`src/rtl/irq_arb_pkg.sv`:
```
package irq_arb_pkg;

  localparam logic [1:0] PRV_U = 2'd0;
  localparam logic [1:0] PRV_S = 2'd1;
  localparam logic [1:0] PRV_M = 2'd3;

  // number of ranked causes; rank NRANK means "not implemented"
  localparam int NRANK = 6;

  // priority rank of a cause code, 0 is highest
  function automatic int prio_rank(input int c);
    case (c)
      11:      return 0;
      3:       return 1;
      7:       return 2;
      9:       return 3;
      1:       return 4;
      5:       return 5;
      default: return NRANK;
    endcase
  endfunction

  function automatic bit is_impl(input int c);
    return prio_rank(c) < NRANK;
  endfunction

  // supervisor-named causes follow their delegation bit
  function automatic bit is_delegable(input int c);
    return (c == 1) || (c == 5) || (c == 9);
  endfunction

  // ordering of privilege levels; reserved code 2 ranks as user
  function automatic logic [1:0] lvl_rank(input logic [1:0] m);
    case (m)
      PRV_M:   return 2'd2;
      PRV_S:   return 2'd1;
      default: return 2'd0;
    endcase
  endfunction

  // global enable: higher target always on, lower target always off,
  // equal target follows that level's own enable bit
  function automatic logic glob_enable(input logic [1:0] cur, input logic [1:0] tgt,
                                       input logic mie, input logic sie);
    logic [1:0] rc, rt;
    rc = lvl_rank(cur);
    rt = lvl_rank(tgt);
    if (rt > rc)      return 1'b1;
    else if (rt < rc) return 1'b0;
    else              return (tgt == PRV_M) ? mie : sie;
  endfunction

endpackage

```
`src/rtl/irq_src_route.sv`:
```
module irq_src_route
  import irq_arb_pkg::*;
#(
  parameter int NCAUSE = 16
) (
  input  logic [1:0]        cur_mode,
  input  logic              mie,
  input  logic              sie,
  input  logic [NCAUSE-1:0] pend,
  input  logic [NCAUSE-1:0] enab,
  input  logic [NCAUSE-1:0] deleg,
  output logic [NCAUSE-1:0] elig_m,
  output logic [NCAUSE-1:0] elig_s
);

  function automatic logic [NCAUSE-1:0] impl_mask();
    logic [NCAUSE-1:0] m;
    for (int c = 0; c < NCAUSE; c++) m[c] = is_impl(c);
    return m;
  endfunction

  function automatic logic [NCAUSE-1:0] dlg_mask();
    logic [NCAUSE-1:0] m;
    for (int c = 0; c < NCAUSE; c++) m[c] = is_delegable(c);
    return m;
  endfunction

  localparam logic [NCAUSE-1:0] IMPL_MASK = impl_mask();
  localparam logic [NCAUSE-1:0] DLG_MASK  = dlg_mask();

  // per-cause target level and eligibility
  logic [NCAUSE-1:0] to_super;
  logic [NCAUSE-1:0] live;

  for (genvar c = 0; c < NCAUSE; c++) begin : g_src
    logic [1:0] tgt;
    logic       gen;
    assign to_super[c] = DLG_MASK[c] & deleg[c];
    assign tgt         = to_super[c] ? PRV_S : PRV_M;
    assign gen         = glob_enable(cur_mode, tgt, mie, sie);
    assign live[c]     = IMPL_MASK[c] & pend[c] & enab[c] & gen;
    assign elig_m[c]   = live[c] & ~to_super[c];
    assign elig_s[c]   = live[c] &  to_super[c];
  end

endmodule

```
`src/rtl/irq_prio_pick.sv`:
```
module irq_prio_pick
  import irq_arb_pkg::*;
#(
  parameter int NCAUSE = 16,
  parameter int CW     = 4
) (
  input  logic [NCAUSE-1:0] elig,
  output logic              hit,
  output logic [CW-1:0]     idx
);

  int best;

  always_comb begin
    best = NRANK;
    idx  = '0;
    for (int c = 0; c < NCAUSE; c++) begin
      if (elig[c] && (prio_rank(c) < best)) begin
        best = prio_rank(c);
        idx  = CW'(c);
      end
    end
    hit = (best < NRANK);
  end

endmodule

```
`src/rtl/irq_priv_arbiter.sv`:
```
module irq_priv_arbiter
  import irq_arb_pkg::*;
#(
  parameter int NCAUSE = 16,
  parameter int CW     = $clog2(NCAUSE)
) (
  input  logic              clk,
  input  logic              rst_n,
  input  logic [1:0]        cur_mode,
  input  logic              mie,
  input  logic              sie,
  input  logic [NCAUSE-1:0] pend,
  input  logic [NCAUSE-1:0] enab,
  input  logic [NCAUSE-1:0] deleg,
  output logic              take,
  output logic [1:0]        tgt_mode,
  output logic [CW-1:0]     cause
);

  // sample stage
  logic [1:0]        cur_q;
  logic              mie_q, sie_q;
  logic [NCAUSE-1:0] pend_q, enab_q, deleg_q;

  always_ff @(posedge clk) begin
    if (!rst_n) begin
      cur_q   <= PRV_U;
      mie_q   <= 1'b0;
      sie_q   <= 1'b0;
      pend_q  <= '0;
      enab_q  <= '0;
      deleg_q <= '0;
    end else begin
      cur_q   <= cur_mode;
      mie_q   <= mie;
      sie_q   <= sie;
      pend_q  <= pend;
      enab_q  <= enab;
      deleg_q <= deleg;
    end
  end

  // routing and eligibility
  logic [NCAUSE-1:0] elig_m, elig_s;

  irq_src_route #(.NCAUSE(NCAUSE)) u_route (
    .cur_mode (cur_q),
    .mie      (mie_q),
    .sie      (sie_q),
    .pend     (pend_q),
    .enab     (enab_q),
    .deleg    (deleg_q),
    .elig_m   (elig_m),
    .elig_s   (elig_s)
  );

  // one picker per target level
  logic [1:0]          hit_lvl;
  logic [1:0][CW-1:0]  idx_lvl;

  for (genvar l = 0; l < 2; l++) begin : g_pick
    irq_prio_pick #(.NCAUSE(NCAUSE), .CW(CW)) u_pick (
      .elig (l == 0 ? elig_m : elig_s),
      .hit  (hit_lvl[l]),
      .idx  (idx_lvl[l])
    );
  end

  // machine target wins over supervisor target
  always_comb begin
    take     = 1'b0;
    tgt_mode = PRV_U;
    cause    = '0;
    if (hit_lvl[0]) begin
      take     = 1'b1;
      tgt_mode = PRV_M;
      cause    = idx_lvl[0];
    end else if (hit_lvl[1]) begin
      take     = 1'b1;
      tgt_mode = PRV_S;
      cause    = idx_lvl[1];
    end
  end

  // named events for the checks
  logic took_s, took_m, same_lvl;
  assign took_s   = take && (tgt_mode == PRV_S);
  assign took_m   = take && (tgt_mode == PRV_M);
  assign same_lvl = take && (lvl_rank(tgt_mode) == lvl_rank(cur_q));

  AST_TAKE_QUALIFIED: assert property (@(posedge clk) disable iff (!rst_n)
    take |-> (pend_q[cause] && enab_q[cause]));
  AST_SAME_LEVEL_GATE: assert property (@(posedge clk) disable iff (!rst_n)
    same_lvl |-> ((tgt_mode == PRV_M) ? mie_q : sie_q));
  AST_NO_S_AT_M: assert property (@(posedge clk) disable iff (!rst_n)
    (cur_q == PRV_M) |-> !took_s);
  AST_S_NEEDS_DELEG: assert property (@(posedge clk) disable iff (!rst_n)
    took_s |-> deleg_q[cause]);
  AST_M_FIRST: assert property (@(posedge clk) disable iff (!rst_n)
    took_s |-> (elig_m == '0));
  AST_IMPL_ONLY: assert property (@(posedge clk) disable iff (!rst_n)
    take |-> (prio_rank(int'(cause)) < NRANK));
  AST_IDLE_ZERO: assert property (@(posedge clk) disable iff (!rst_n)
    !take |-> (cause == '0 && tgt_mode == PRV_U));
  AST_M_TARGET_CODE: assert property (@(posedge clk) disable iff (!rst_n)
    took_m |-> !(deleg_q[cause] && is_delegable(int'(cause))));

endmodule

```
`config.mk`:
```
export PLATFORM = sky130hd
export DESIGN_NAME = irq_priv_arbiter
export DESIGN_NICKNAME = d
export VERILOG_FILES = /design/src/rtl/irq_arb_pkg.sv /design/src/rtl/irq_src_route.sv /design/src/rtl/irq_prio_pick.sv /design/src/rtl/irq_priv_arbiter.sv
export SDC_FILE = /design/constraint.sdc
export NUM_CORES = 1
export LEC_CHECK = 0
export BUFFER_PORTS_ARGS = -buffer_cell sky130_fd_sc_hd__buf_2
export CAP_MARGIN = 20
export CORE_MARGIN = 4
export CORE_UTILIZATION = 43
export CTS_BUF_LIST = sky130_fd_sc_hd__clkbuf_16
export DETAILED_ROUTE_END_ITERATION = 10
export PLACE_DENSITY = 0.83
export SLEW_MARGIN = 15
export SYNTH_ARGS = -nofsm -noshare
export SYNTH_HDL_FRONTEND = slang
export SYNTH_SLANG_ARGS = --single-unit
export TNS_END_PERCENT = 1
```
`constraint.sdc`:
```
create_clock -name clk -period 3.2 [get_ports clk]
set_input_delay 0.32 -clock clk [delete_from_list [all_inputs] [get_ports clk]]
set_output_delay 0.32 -clock clk [all_outputs]
set_load 0.05 [all_outputs]
```
=== Yosys cells after proc, flatten, opt, wreduce, memory -nomap -nowiden ===
Cells that the tools add are included.

* Register bits: 38
* Bits of input ports: 54

* $lt $le $gt $ge: 17
* Equal/unequal tests: 8
* Muxes and demuxes: 42
* Bitwise gates (word level): 21
* Reduce and logical (&&, ||, !) cells: 7

{| class="wikitable"
|+ Operators with widths
! operator !! number
|-
| 2-to-1 mux 32 bit || 7
|-
| < comparator 3 x 32 -> 1 bit (first input constant) || 3
|-
| < comparator 32 x 4 -> 1 bit (second input constant) || 2
|-
| < comparator 4 x 32 -> 1 bit (first input constant) || 2
|-
| 2-to-1 mux 4 bit || 9
|-
| < comparator 1 x 32 -> 1 bit (first input constant) || 1
|-
| < comparator 2 x 32 -> 1 bit (first input constant) || 1
|-
| bitwise AND 1 bit || 18
|-
| 2-to-1 mux 1 bit || 16
|-
| one-hot mux 2 bit (2 select lines) || 4
|-
| 2-to-1 mux 2 bit || 6
|-
| == test 2 x 1 -> 1 bit (second input constant) || 4
|-
| == test 2 bit (second input constant) || 4
|-
| logical AND 1 bit || 7
|-
| greater-than comparator 2 bit || 3
|-
| < comparator 2 bit || 3
|-
| NOT 1 bit || 3
|-
| greater-than comparator 2 bit (first input constant) || 1
|-
| < comparator 2 bit (first input constant) || 1
|}

=== Longest topological paths before layout ===
Gate-level depths: netlist (run 1).

* Word-level depth: 26
* Mapped depth: 8
* Depth with buffers taken out: 7

=== Hierarchy ===
Synthesis (run 1) repeated with hierarchy kept, for this count alone.

* Cells, all modules: 190
* Area, all modules: 2067.0 um^2

{| class="wikitable"
|+ By module, submodules not included
! module !! instances !! cells each !! area each (um^2)
|-
| irq_priv_arbiter || 1 || 119 || 1525.2
|-
| irq_src_route || 1 || 55 || 429.2
|-
| irq_prio_pick || 2 || 8 || 56.3
|}

=== Worst setup path after synthesis (run 1) ===
Ideal clock, no wire load.

* Path type: register to output
* Start: reg deleg_q[5]
* End: out tgt_mode[0]
* Data arrival time: 2301 ps
* Slack: 579 ps
* Stages on the path, launching flop included: 8
* Path buffers: 1
* Path through: dfxtp_1 -> inv_1 -> ha_1 -> a21oi_1 -> a2111oi_4 -> nor2_1 -> nand4_1 -> buf_4

* Cells in the longest elaborated chain, start to end: 21
* Elaborated cells on any way between the ends: 33
* Those cells by class: 8 x order compare; 2 x eq/ne; 13 x mux; 4 x bitwise; 6 x reduce/logical

{| class="wikitable"
|+ Ends and longest elaborated chain
! what !! RTL line !! text
|-
| start: declaration || irq_priv_arbiter.sv:23 || <nowiki>logic [NCAUSE-1:0] pend_q, enab_q, deleg_q;</nowiki>
|-
| start signal: assignment || irq_priv_arbiter.sv:39 || <nowiki>deleg_q <= deleg;</nowiki>
|-
| 2-to-1 mux 2 bit || irq_src_route.sv:39 || <nowiki>assign tgt = to_super[c] ? PRV_S : PRV_M;</nowiki>
|-
| == test 2 x 1 -> 1 bit / == test 2 bit (equally long branches) || irq_arb_pkg.sv:34, irq_arb_pkg.sv:50 ||
|-
| one-hot mux 2 bit (2 select lines) || irq_arb_pkg.sv:34 || <nowiki>case (m)</nowiki>
|-
| < comparator 2 bit || irq_arb_pkg.sv:49 || <nowiki>else if (rt < rc) return 1'b0;</nowiki>
|-
| 2-to-1 mux 1 bit || irq_arb_pkg.sv:49 ||
|-
| 2-to-1 mux 1 bit || irq_arb_pkg.sv:48 || <nowiki>if (rt > rc) return 1'b1;</nowiki>
|-
| bitwise AND 1 bit || irq_src_route.sv:41 || <nowiki>assign live[c] = IMPL_MASK[c] & pend[c] & enab[c] & gen;</nowiki>
|-
| bitwise AND 1 bit || irq_src_route.sv:42 || <nowiki>assign elig_m[c] = live[c] & ~to_super[c];</nowiki>
|-
| [5 not listed] || n/a ||
|-
| < comparator 3 x 32 -> 1 bit || irq_prio_pick.sv:18 || <nowiki>if (elig[c] && (prio_rank(c) < best)) begin</nowiki>
|-
| logical AND 1 bit || irq_prio_pick.sv:18 ||
|-
| 2-to-1 mux 32 bit || irq_prio_pick.sv:18 ||
|-
| < comparator 1 x 32 -> 1 bit || irq_prio_pick.sv:18 ||
|-
| logical AND 1 bit || irq_prio_pick.sv:18 ||
|-
| 2-to-1 mux 32 bit || irq_prio_pick.sv:18 ||
|-
| < comparator 32 x 4 -> 1 bit || irq_prio_pick.sv:23 || <nowiki>hit = (best < NRANK);</nowiki>
|-
| 2-to-1 mux 2 bit (*) || irq_priv_arbiter.sv:74 || <nowiki>if (hit_lvl[0]) begin</nowiki>
|-
| end: declaration || irq_priv_arbiter.sv:16 || <nowiki>output logic [1:0] tgt_mode,</nowiki>
|}

Every way passes the cells marked *; elsewhere a longest branch is shown, timed or not.

=== Worst setup path in the final report (run 1) ===
* Start: reg cur_q[0]
* End: out cause[3]

* Cells in the longest elaborated chain, start to end: 25
* Elaborated cells on any way between the ends: 63
* Those cells by class: 17 x order compare; 2 x eq/ne; 25 x mux; 12 x bitwise; 7 x reduce/logical

{| class="wikitable"
|+ Ends and longest elaborated chain
! what !! RTL line !! text
|-
| start: declaration || irq_priv_arbiter.sv:21 || <nowiki>logic [1:0] cur_q;</nowiki>
|-
| start signal: assignment || irq_priv_arbiter.sv:34 || <nowiki>cur_q <= cur_mode;</nowiki>
|-
| == test 2 x 1 -> 1 bit / == test 2 bit (equally long branches) || n/a ||
|-
| one-hot mux 2 bit (2 select lines) (*) || n/a ||
|-
| < comparator 2 bit || irq_arb_pkg.sv:49 ||
|-
| 2-to-1 mux 1 bit || irq_arb_pkg.sv:49 ||
|-
| 2-to-1 mux 1 bit || irq_arb_pkg.sv:48 ||
|-
| bitwise AND 1 bit || irq_src_route.sv:41 ||
|-
| bitwise AND 1 bit || irq_src_route.sv:42 ||
|-
| 2-to-1 mux 2 bit || irq_prio_pick.sv:18 ||
|-
| [9 not listed] || n/a ||
|-
| < comparator 3 x 32 -> 1 bit || irq_prio_pick.sv:18 ||
|-
| logical AND 1 bit || irq_prio_pick.sv:18 ||
|-
| 2-to-1 mux 32 bit || irq_prio_pick.sv:18 ||
|-
| < comparator 1 x 32 -> 1 bit || irq_prio_pick.sv:18 ||
|-
| logical AND 1 bit || irq_prio_pick.sv:18 ||
|-
| 2-to-1 mux 32 bit || irq_prio_pick.sv:18 ||
|-
| < comparator 32 x 4 -> 1 bit || irq_prio_pick.sv:23 ||
|-
| 2-to-1 mux 4 bit (*) || irq_priv_arbiter.sv:74 ||
|-
| end: declaration || irq_priv_arbiter.sv:17 || <nowiki>output logic [CW-1:0] cause</nowiki>
|}

Marked as above.

==> results of run 1 <==
placed cells by master (no fill, tap or decap), types with 2 or more instances in the layout:
cell type and count:
sky130_fd_sc_hd__a21oi_1 3, sky130_fd_sc_hd__nand4_1 2, sky130_fd_sc_hd__a211oi_1 2, sky130_fd_sc_hd__nand4bb_1 2
sky130_fd_sc_hd__ha_1 3, sky130_fd_sc_hd__inv_1 6, sky130_fd_sc_hd__and2_1 19, sky130_fd_sc_hd__nand2_1 6
sky130_fd_sc_hd__dfxtp_1 19, sky130_fd_sc_hd__clkbuf_16 3, sky130_fd_sc_hd__nor2_1 3, sky130_fd_sc_hd__buf_2 27
sky130_fd_sc_hd__o21ai_0 4, sky130_fd_sc_hd__nand3_1 3
where the power goes:
group	switching, mW	total, mW	internal [mW]
Clock	0.0754	0.241	0.166
Sequential	0.00955	0.260	0.250
Combinational	0.0577	0.0932	0.0355
Total	0.143	0.594	0.451
per-layer routing:
| metal | wire length, µm | up-vias | GRT usage, % |
|---|---|---|---|
| li1 | - | 377 | - |
| met1 | 653 | 315 | 13.9 |
| met2 | 871 | 20 | 23.8 |
| met3 | 91 | 2 | 3.38 |
| met4 | 24 | 0 | 8.09 |
| met5 | 0 | - | 0 |
state kept, by name, summed over array words and instances (netlist names):
signal   count
enab_q       6
pend_q       6
deleg_q      3
cur_q        2
mie_q        1
sie_q        1
through the flow:
stage          power [mW]  util [%]  std cells  worst slack (ns)  cell area (µm²)
2_1_floorplan       0.335         -         90             0.579              875
3_3_place_gp        0.354      52.8        141             0.988             1020
3_5_place_dp        0.357      52.8        141             0.921             1020
4_1_cts             0.600      56.8        145             0.659             1100
5_1_grt             0.621      56.8        145             0.514             1100
6_report            0.594      56.8        145             0.657             1100
Yosys cell counts, drive strengths merged (2+ instances only):
| cell type | n | share of area, % |
|---|---|---|
| and2 | 19 | 14 |
| dfxtp | 19 | 43 |
| nand2 | 6 | 2.6 |
| inv | 5 | 2.1 |
| o21ai | 4 | 2.3 |
| a21oi | 3 | 1.7 |
| ha | 3 | 4.3 |
| nand3 | 3 | 1.7 |
| nor2 | 3 | 1.3 |
| a211oi | 2 | 1.7 |
| buf | 2 | 1.7 |
| nand4 | 2 | 1.4 |
| nand4bb | 2 | 2.6 |
| o31ai | 2 | 3.9 |
final timing paths:
| path | slack (ns) | depth (start not counted) | to | start |
|---|---|---|---|---|
| setup / recovery | 0.66 | 8 | cause[3] | cur_q[0] |
| hold / removal | 0.28 | 2 | deleg_q[5] | deleg[5] |
cells by family after synthesis:
| kind of cell | share of synthesized area [%] |
|---|---|
| flops | 43.5 |
| buf+inv | 4.29 |
| compound gates | 20.7 |
| simple gates | 27.2 |
| fa+ha+maj | 4.29 |
cell type report:
class | instances | area (µm²)
clock buffers | 3 | 75.1
clock inverters | 1 | 3.75
fillers | 177 | 838
inverters | 5 | 18.8
multi-input cells | 63 | 457
flip-flops and latches | 19 | 380
well taps | 27 | 33.8
repair buffers | 27 | 135
==> report_table.html, run 1 <==
<table>
<tr><th>Metric</th><th>Value</th></tr>
<tr><th colspan="2">Run status</th></tr>
<tr><td>Result of the run</td><td>finished, final reports clean</td></tr>
<tr><th colspan="2">Global route</th></tr>
<tr><td>Via count of the first global-routing pass</td><td>slightly below 700</td></tr>
<tr><td>Initial antenna violation count</td><td>0</td></tr>
<tr><td>Wire length of the first global-routing pass</td><td>~2.7 mm</td></tr>
<tr><td>Residual overflow from global routing</td><td>0</td></tr>
<tr><td>Maximum number of pins on one net before global-route repair</td><td>20</td></tr>
<tr><td>Overall track demand over capacity in global routing</td><td>between 10% and 20%</td></tr>
<tr><th colspan="2">Logic synthesis</th></tr>
<tr><td>Post-synth top flop</td><td>sky130_fd_sc_hd__dfxtp_1</td></tr>
<tr><td>Synth Area per Inst</td><td>between 9 and 10 µm²</td></tr>
<tr><td>Post-synth EDFFs</td><td>0</td></tr>
<tr><td>Proportion of synthesized chip area in sequential cells</td><td>43.5%</td></tr>
<tr><td>Library cells used by synthesis</td><td>30</td></tr>
<tr><td>Post-synthesis cell count</td><td>90</td></tr>
<tr><td>Syn Std Cell Area</td><td>between 800 and 900 µm²</td></tr>
<tr><td>Syn. warnings</td><td>0</td></tr>
<tr><td>Yosys reg bits</td><td>19</td></tr>
<tr><td>Syn Nets</td><td>about 150</td></tr>
<tr><td>Post-synth ARST share</td><td>0%</td></tr>
<tr><th colspan="2">Floorplan</th></tr>
<tr><td>Number of rows created at floorplan</td><td>16</td></tr>
<tr><td>Die Footprint</td><td>2820 µm²</td></tr>
<tr><td>Vertical die dimension</td><td>53.1 µm</td></tr>
<tr><td>Core outline area</td><td>between 1500 and 2000 µm²</td></tr>
<tr><td>Starting density of the core</td><td>between 40% and 50%</td></tr>
<tr><td>I/O pin count</td><td>a little over 60</td></tr>
<tr><td>Die W</td><td>approximately 53 µm</td></tr>
<tr><th colspan="2">Clocking</th></tr>
<tr><td>Sinks on Clock Net</td><td>19</td></tr>
<tr><td>Buffer levels on the longest clock path</td><td>2</td></tr>
<tr><td>H-tree levels</td><td>1</td></tr>
<tr><td>Clock Tree Root</td><td>sky130_fd_sc_hd__clkbuf_16</td></tr>
<tr><td>Clock tree from TritonCTS</td><td>yes</td></tr>
<tr><td>Number of resized instances in the post-cts repair step</td><td>0</td></tr>
<tr><td>Total setup buffers inserted after CTS</td><td>0</td></tr>
<tr><td>Cts bufs inserted</td><td>3</td></tr>
<tr><td>Hold-fix buffer count after cts</td><td>0</td></tr>
<tr><td>Clock transition at the registers of the reported paths</td><td>0.05 ns</td></tr>
<tr><th colspan="2">Setup path</th></tr>
<tr><td>Launching element type of the critical path</td><td>flop</td></tr>
<tr><td>Critical path class</td><td>reg2out</td></tr>
<tr><td>CP Max Fanout</td><td>6</td></tr>
<tr><td>Worst path top cell family by delay</td><td>compound AO/OA/AOI/OAI gates</td></tr>
<tr><td>Endpoint required time on the critical path</td><td>2.88 ns</td></tr>
<tr><td>Arrival time at the worst endpoint</td><td>about 2.2 ns</td></tr>
<tr><td>CP cell instances</td><td>nand2_1, ha_1, inv_1, o21ai_0, a211oi_1, nor2_1, a31o_1, buf_2</td></tr>
<tr><td>Crit path max-delay cell type</td><td>sky130_fd_sc_hd__dfxtp_1</td></tr>
<tr><td>Max incr delay on CP</td><td>~0.40 ns</td></tr>
<tr><td>Buffers plus inverters on the worst setup path</td><td>2</td></tr>
<tr><td>Worst setup EP type</td><td>output port</td></tr>
<tr><th colspan="2">Pwr</th></tr>
<tr><td>Largest vdd supply drop</td><td>0.419 mV</td></tr>
<tr><td>Power per standard cell area</td><td>~540 nW/µm²</td></tr>
<tr><td>Leakage</td><td>a little under 0.5 nW</td></tr>
<tr><th colspan="2">Route</th></tr>
<tr><td>DR iter-0 viols</td><td>13</td></tr>
<tr><td>1st-pass router iterations</td><td>4</td></tr>
<tr><td>Routed vias</td><td>roughly 710</td></tr>
<tr><td>Drt total wl</td><td>~1.6 mm</td></tr>
<tr><td>Count of unresolved DRC violations after routing</td><td>0</td></tr>
<tr><td>Average routed wire per standard cell</td><td>11.3 µm</td></tr>
<tr><td>Final antenna-violating net count</td><td>0</td></tr>
<tr><td>Average via count per standard cell</td><td>~4.9</td></tr>
<tr><th colspan="2">STA</th></tr>
<tr><td>Shortest clock period the worst path allows after layout</td><td>2.54 ns</td></tr>
<tr><td>Max Clk Rate</td><td>a little under 400 MHz</td></tr>
<tr><td>Crit share post-route</td><td>between 70 and 80%</td></tr>
<tr><td>Fin Setup TNS</td><td>0 ns</td></tr>
<tr><td>Max_slew headroom</td><td>73.7%</td></tr>
<tr><td>Unrepaired setup endpoints after global routing</td><td>no</td></tr>
<tr><td>Max Slew Vio Count</td><td>0</td></tr>
<tr><td>WHS</td><td>0.276 ns</td></tr>
<tr><td>Worst slew pin tran</td><td>0.392 ns</td></tr>
<tr><td>Setup violators final</td><td>0</td></tr>
<tr><td>Number of hold-slack violations in the final timing report</td><td>0</td></tr>
<tr><th colspan="2">Final layout</th></tr>
<tr><td>Nets@finish</td><td>roughly 180</td></tr>
<tr><td>Diodes inserted</td><td>0</td></tr>
<tr><td>Growth of design area from synthesis to finish</td><td>26.2%</td></tr>
<tr><td>Share of layout cells above drive strength 1</td><td>between 20% and 30%</td></tr>
<tr><th colspan="2">Placed design</th></tr>
<tr><td>Half-perimeter wire length after placement</td><td>1.31 mm</td></tr>
<tr><td>Port Buf Inserts</td><td>27</td></tr>
<tr><td>Routability Congestion</td><td>0.715</td></tr>
<tr><th colspan="2">Hold path</th></tr>
<tr><td>Hold Crit Class</td><td>in2reg</td></tr>
<tr><th colspan="2">Job</th></tr>
<tr><td># Max-Cap Violations</td><td>0</td></tr>
</table>
Power figures use the tool's default switching activity.
==> inputs of run 2 (changes only) <==
- CORE_UTILIZATION: 43 -> 40
- PLACE_DENSITY: 0.83 -> 0.78
- clock period: 3.2 -> 2.6 ns (I/O delays scaled with it)
==> run 2 against run 1 <==
Compared with the run above:
- critical path depth shrank 1
- sequential share of layout area is 0.23 points lower
- combinational power grew 27%
- clock power up 25%
- cell count stayed put
- non-clock buffer count stayed put
- design area up 0.68%
- global-route usage is 0.47 points higher
- die area rose by 6.4%
- first-iteration DRC count is 7.7% lower
- worst hold slack worse by 0.061 ns
==> report_table.html, run 2 (synthesized netlist as in run 1, its figures left out) <==
<table>
<tr><th>Metric</th><th>Value</th></tr>
<tr><th colspan="2">Clocking</th></tr>
<tr><td>H-tree levels</td><td>1 (unchanged)</td></tr>
<tr><td>Cts bufs inserted</td><td>3 (unchanged)</td></tr>
<tr><td>Sinks on Clock Net</td><td>19 (unchanged)</td></tr>
<tr><td>Hold-fix buffer count after cts</td><td>0 (unchanged)</td></tr>
<tr><td>Clock transition at the registers of the reported paths</td><td>0.05 ns (about the same)</td></tr>
<tr><td>Buffer levels on the longest clock path</td><td>2 (unchanged)</td></tr>
<tr><td>Clock tree from TritonCTS</td><td>yes</td></tr>
<tr><td>Clock Tree Root</td><td>sky130_fd_sc_hd__clkbuf_16</td></tr>
<tr><th colspan="2">Global route</th></tr>
<tr><td>Maximum number of pins on one net before global-route repair</td><td>20 (unchanged)</td></tr>
<tr><td>Overall track demand over capacity in global routing</td><td>13.8% (+0.47 points)</td></tr>
<tr><td>Initial antenna violation count</td><td>0 (unchanged)</td></tr>
<tr><td>Wire length of the first global-routing pass</td><td>2.96 mm (+10%)</td></tr>
<tr><td>Via count of the first global-routing pass</td><td>738 (+7.9%)</td></tr>
<tr><td>Residual overflow from global routing</td><td>0 (unchanged)</td></tr>
<tr><th colspan="2">Setup path</th></tr>
<tr><td>Arrival time at the worst endpoint</td><td>2.21 ns (about the same)</td></tr>
<tr><td>Critical path class</td><td>reg2out</td></tr>
<tr><td>Worst setup EP type</td><td>output port</td></tr>
<tr><td>Endpoint required time on the critical path</td><td>2.34 ns (-0.54 ns)</td></tr>
<tr><td>Launching element type of the critical path</td><td>flop</td></tr>
<tr><td>CP Max Fanout</td><td>5 (-1)</td></tr>
<tr><th colspan="2">STA</th></tr>
<tr><td>Max Clk Rate</td><td>slightly above 400 MHz</td></tr>
<tr><td>Setup violators final</td><td>0 (unchanged)</td></tr>
<tr><td>Worst slew pin tran</td><td>0.394 ns (+0.00252 ns)</td></tr>
<tr><td>Max Slew Vio Count</td><td>0 (unchanged)</td></tr>
<tr><td>Shortest clock period the worst path allows after layout</td><td>approximately 2.5 ns</td></tr>
<tr><td>Crit share post-route</td><td>a little over nine tenths</td></tr>
<tr><td>Max_slew headroom</td><td>73.6% (-0.17 points)</td></tr>
<tr><td>Number of hold-slack violations in the final timing report</td><td>0 (unchanged)</td></tr>
<tr><td>Unrepaired setup endpoints after global routing</td><td>yes</td></tr>
<tr><th colspan="2">Floorplan</th></tr>
<tr><td>Number of rows created at floorplan</td><td>16 (unchanged)</td></tr>
<tr><td>Die Footprint</td><td>3000 µm² (+6.4%)</td></tr>
<tr><td>I/O pin count</td><td>61 (unchanged)</td></tr>
<tr><td>Core outline area</td><td>2020 µm² (+4.1%)</td></tr>
<tr><td>Die W</td><td>54.8 µm (+3.1%)</td></tr>
<tr><td>Starting density of the core</td><td>43.3% (-1.8 points)</td></tr>
<tr><td>Vertical die dimension</td><td>54.8 µm (+3.1%)</td></tr>
<tr><th colspan="2">Final layout</th></tr>
<tr><td>Diodes inserted</td><td>0 (unchanged)</td></tr>
<tr><td>Nets@finish</td><td>176 (unchanged)</td></tr>
<tr><td>Largest registers</td><td>enab_q (6), pend_q (6), deleg_q (3)</td></tr>
<tr><td>Most frequent standard cell in the layout excluding fill and tap cells</td><td>sky130_fd_sc_hd__buf_2</td></tr>
<tr><td>Share of layout cells above drive strength 1</td><td>28.8% (unchanged)</td></tr>
<tr><td>Sequential Area</td><td>380 µm² (unchanged)</td></tr>
<tr><td>Growth of design area from synthesis to finish</td><td>27.0%</td></tr>
<tr><td>Top library cells by usage in the layout, fill and taps aside</td><td>sky130_fd_sc_hd__buf_2 (24), sky130_fd_sc_hd__and2_1 (19), sky130_fd_sc_hd__dfxtp_1 (19)</td></tr>
<tr><td>Multi-input gate area</td><td>457 µm² (unchanged)</td></tr>
<tr><td>Final core area utilization</td><td>55.0% (-1.9 points)</td></tr>
<tr><td>Number of fill cells</td><td>182 (+2.8%)</td></tr>
<tr><th colspan="2">Placed design</th></tr>
<tr><td>Port Buf Inserts</td><td>27 (unchanged)</td></tr>
<tr><td>Half-perimeter wire length after placement</td><td>1.35 mm (+3.3%)</td></tr>
<tr><td>Routability Congestion</td><td>0.808 (+13%)</td></tr>
<tr><th colspan="2">Route</th></tr>
<tr><td>Final antenna-violating net count</td><td>0 (unchanged)</td></tr>
<tr><td>Average routed wire per standard cell</td><td>11.7 µm (+3.6%)</td></tr>
<tr><td>1st-pass router iterations</td><td>4 (unchanged)</td></tr>
<tr><td>Routed vias</td><td>735 (+2.9%)</td></tr>
<tr><td>DR iter-0 viols</td><td>12 (-1)</td></tr>
<tr><td>Average via count per standard cell</td><td>5.07 (+2.9%)</td></tr>
<tr><td>Count of unresolved DRC violations after routing</td><td>0 (unchanged)</td></tr>
<tr><td>Drt total wl</td><td>1.70 mm (+3.6%)</td></tr>
<tr><th colspan="2">Run status</th></tr>
<tr><td>Result of the run</td><td>finished, final reports clean</td></tr>
<tr><th colspan="2">Hold path</th></tr>
<tr><td>Hold Crit Class</td><td>in2reg</td></tr>
<tr><td>Hold path cells</td><td>2 (unchanged)</td></tr>
<tr><th colspan="2">Pwr</th></tr>
<tr><td>Post-layout power</td><td>738 µW (+24%)</td></tr>
<tr><td>Power per standard cell area</td><td>664 nW/µm² (+23%)</td></tr>
<tr><td>Leakage</td><td>0.484 nW (about the same)</td></tr>
<tr><td>Largest vdd supply drop</td><td>0.489 mV (+17%)</td></tr>
<tr><th colspan="2">Job</th></tr>
<tr><td># Max-Cap Violations</td><td>0 (unchanged)</td></tr>
</table>
## run 2: cell types whose count changed in the layout (fill, tap and decap cells not counted), sizes merged
cell	delta
buf	-3
clkbuf	+3
## run 2: what timing repair did
item | CTS | global route
gates resized for setup | 0 | 3
setup endpoints to repair | 0 | 4
setup buffers | 0 | 0
## run 2: metal layers
metal / up-vias / track usage (%) / share of wire (%)
li1: 376 / - / -
met1: 336 / 16.0 / 41
met2: 18 / 24.4 / 51
met3: 5 / 1.63 / 5.2
met4: 0 / 7.47 / 2.5
met5: - / 0 / 0
## run 2: final timing paths
path / start / end
setup / recovery: deleg_q[5] / cause[3]
hold / removal: deleg[1] / deleg_q[1]
## run 2: report_power, final
| part | switching, mW | total [mW] | internal, mW |
|---|---|---|---|
| clock | 0.0967 | 0.301 | 0.204 |
| combinational | 0.0722 | 0.118 | 0.0458 |
| sequential | 0.0113 | 0.319 | 0.308 |
## run 2: critical path: stages, from the launching register on
cell and delay, ns:
sky130_fd_sc_hd__dfxtp_1 0.47, sky130_fd_sc_hd__inv_1 0.08, sky130_fd_sc_hd__ha_1 0.38, sky130_fd_sc_hd__a21oi_1 0.12
sky130_fd_sc_hd__a2111oi_4 0.36, sky130_fd_sc_hd__nor2_1 0.14, sky130_fd_sc_hd__a31o_1 0.20, sky130_fd_sc_hd__buf_2 0.20
## run 2: layout make-up
cell class	count	area share, %
Multi-Input combinational cell	63	41.1
Sequential cell	19	34.2
Timing Repair Buffer	27	12.8
Clock buffer	3	6.76
Tap cell	27	3.04
Inverter	5	1.69
Clock inverter	1	0.338
## run 2: through the flow
stage / cell area [µm²] / setup TNS [ns] / setup WS (ns) / cells / hold WS [ns]
2_1_floorplan: 875 / 0 / 0.0390 / 90 / 0.382
3_3_place_gp: 1020 / 0 / 0.430 / 141 / 0.463
3_5_place_dp: 1020 / 0 / 0.385 / 141 / 0.469
4_1_cts: 1100 / 0 / 0.117 / 145 / 0.215
5_1_grt: 1110 / -0.0314 / -0.0304 / 145 / 0.216
6_report: 1110 / 0 / 0.132 / 145 / 0.215
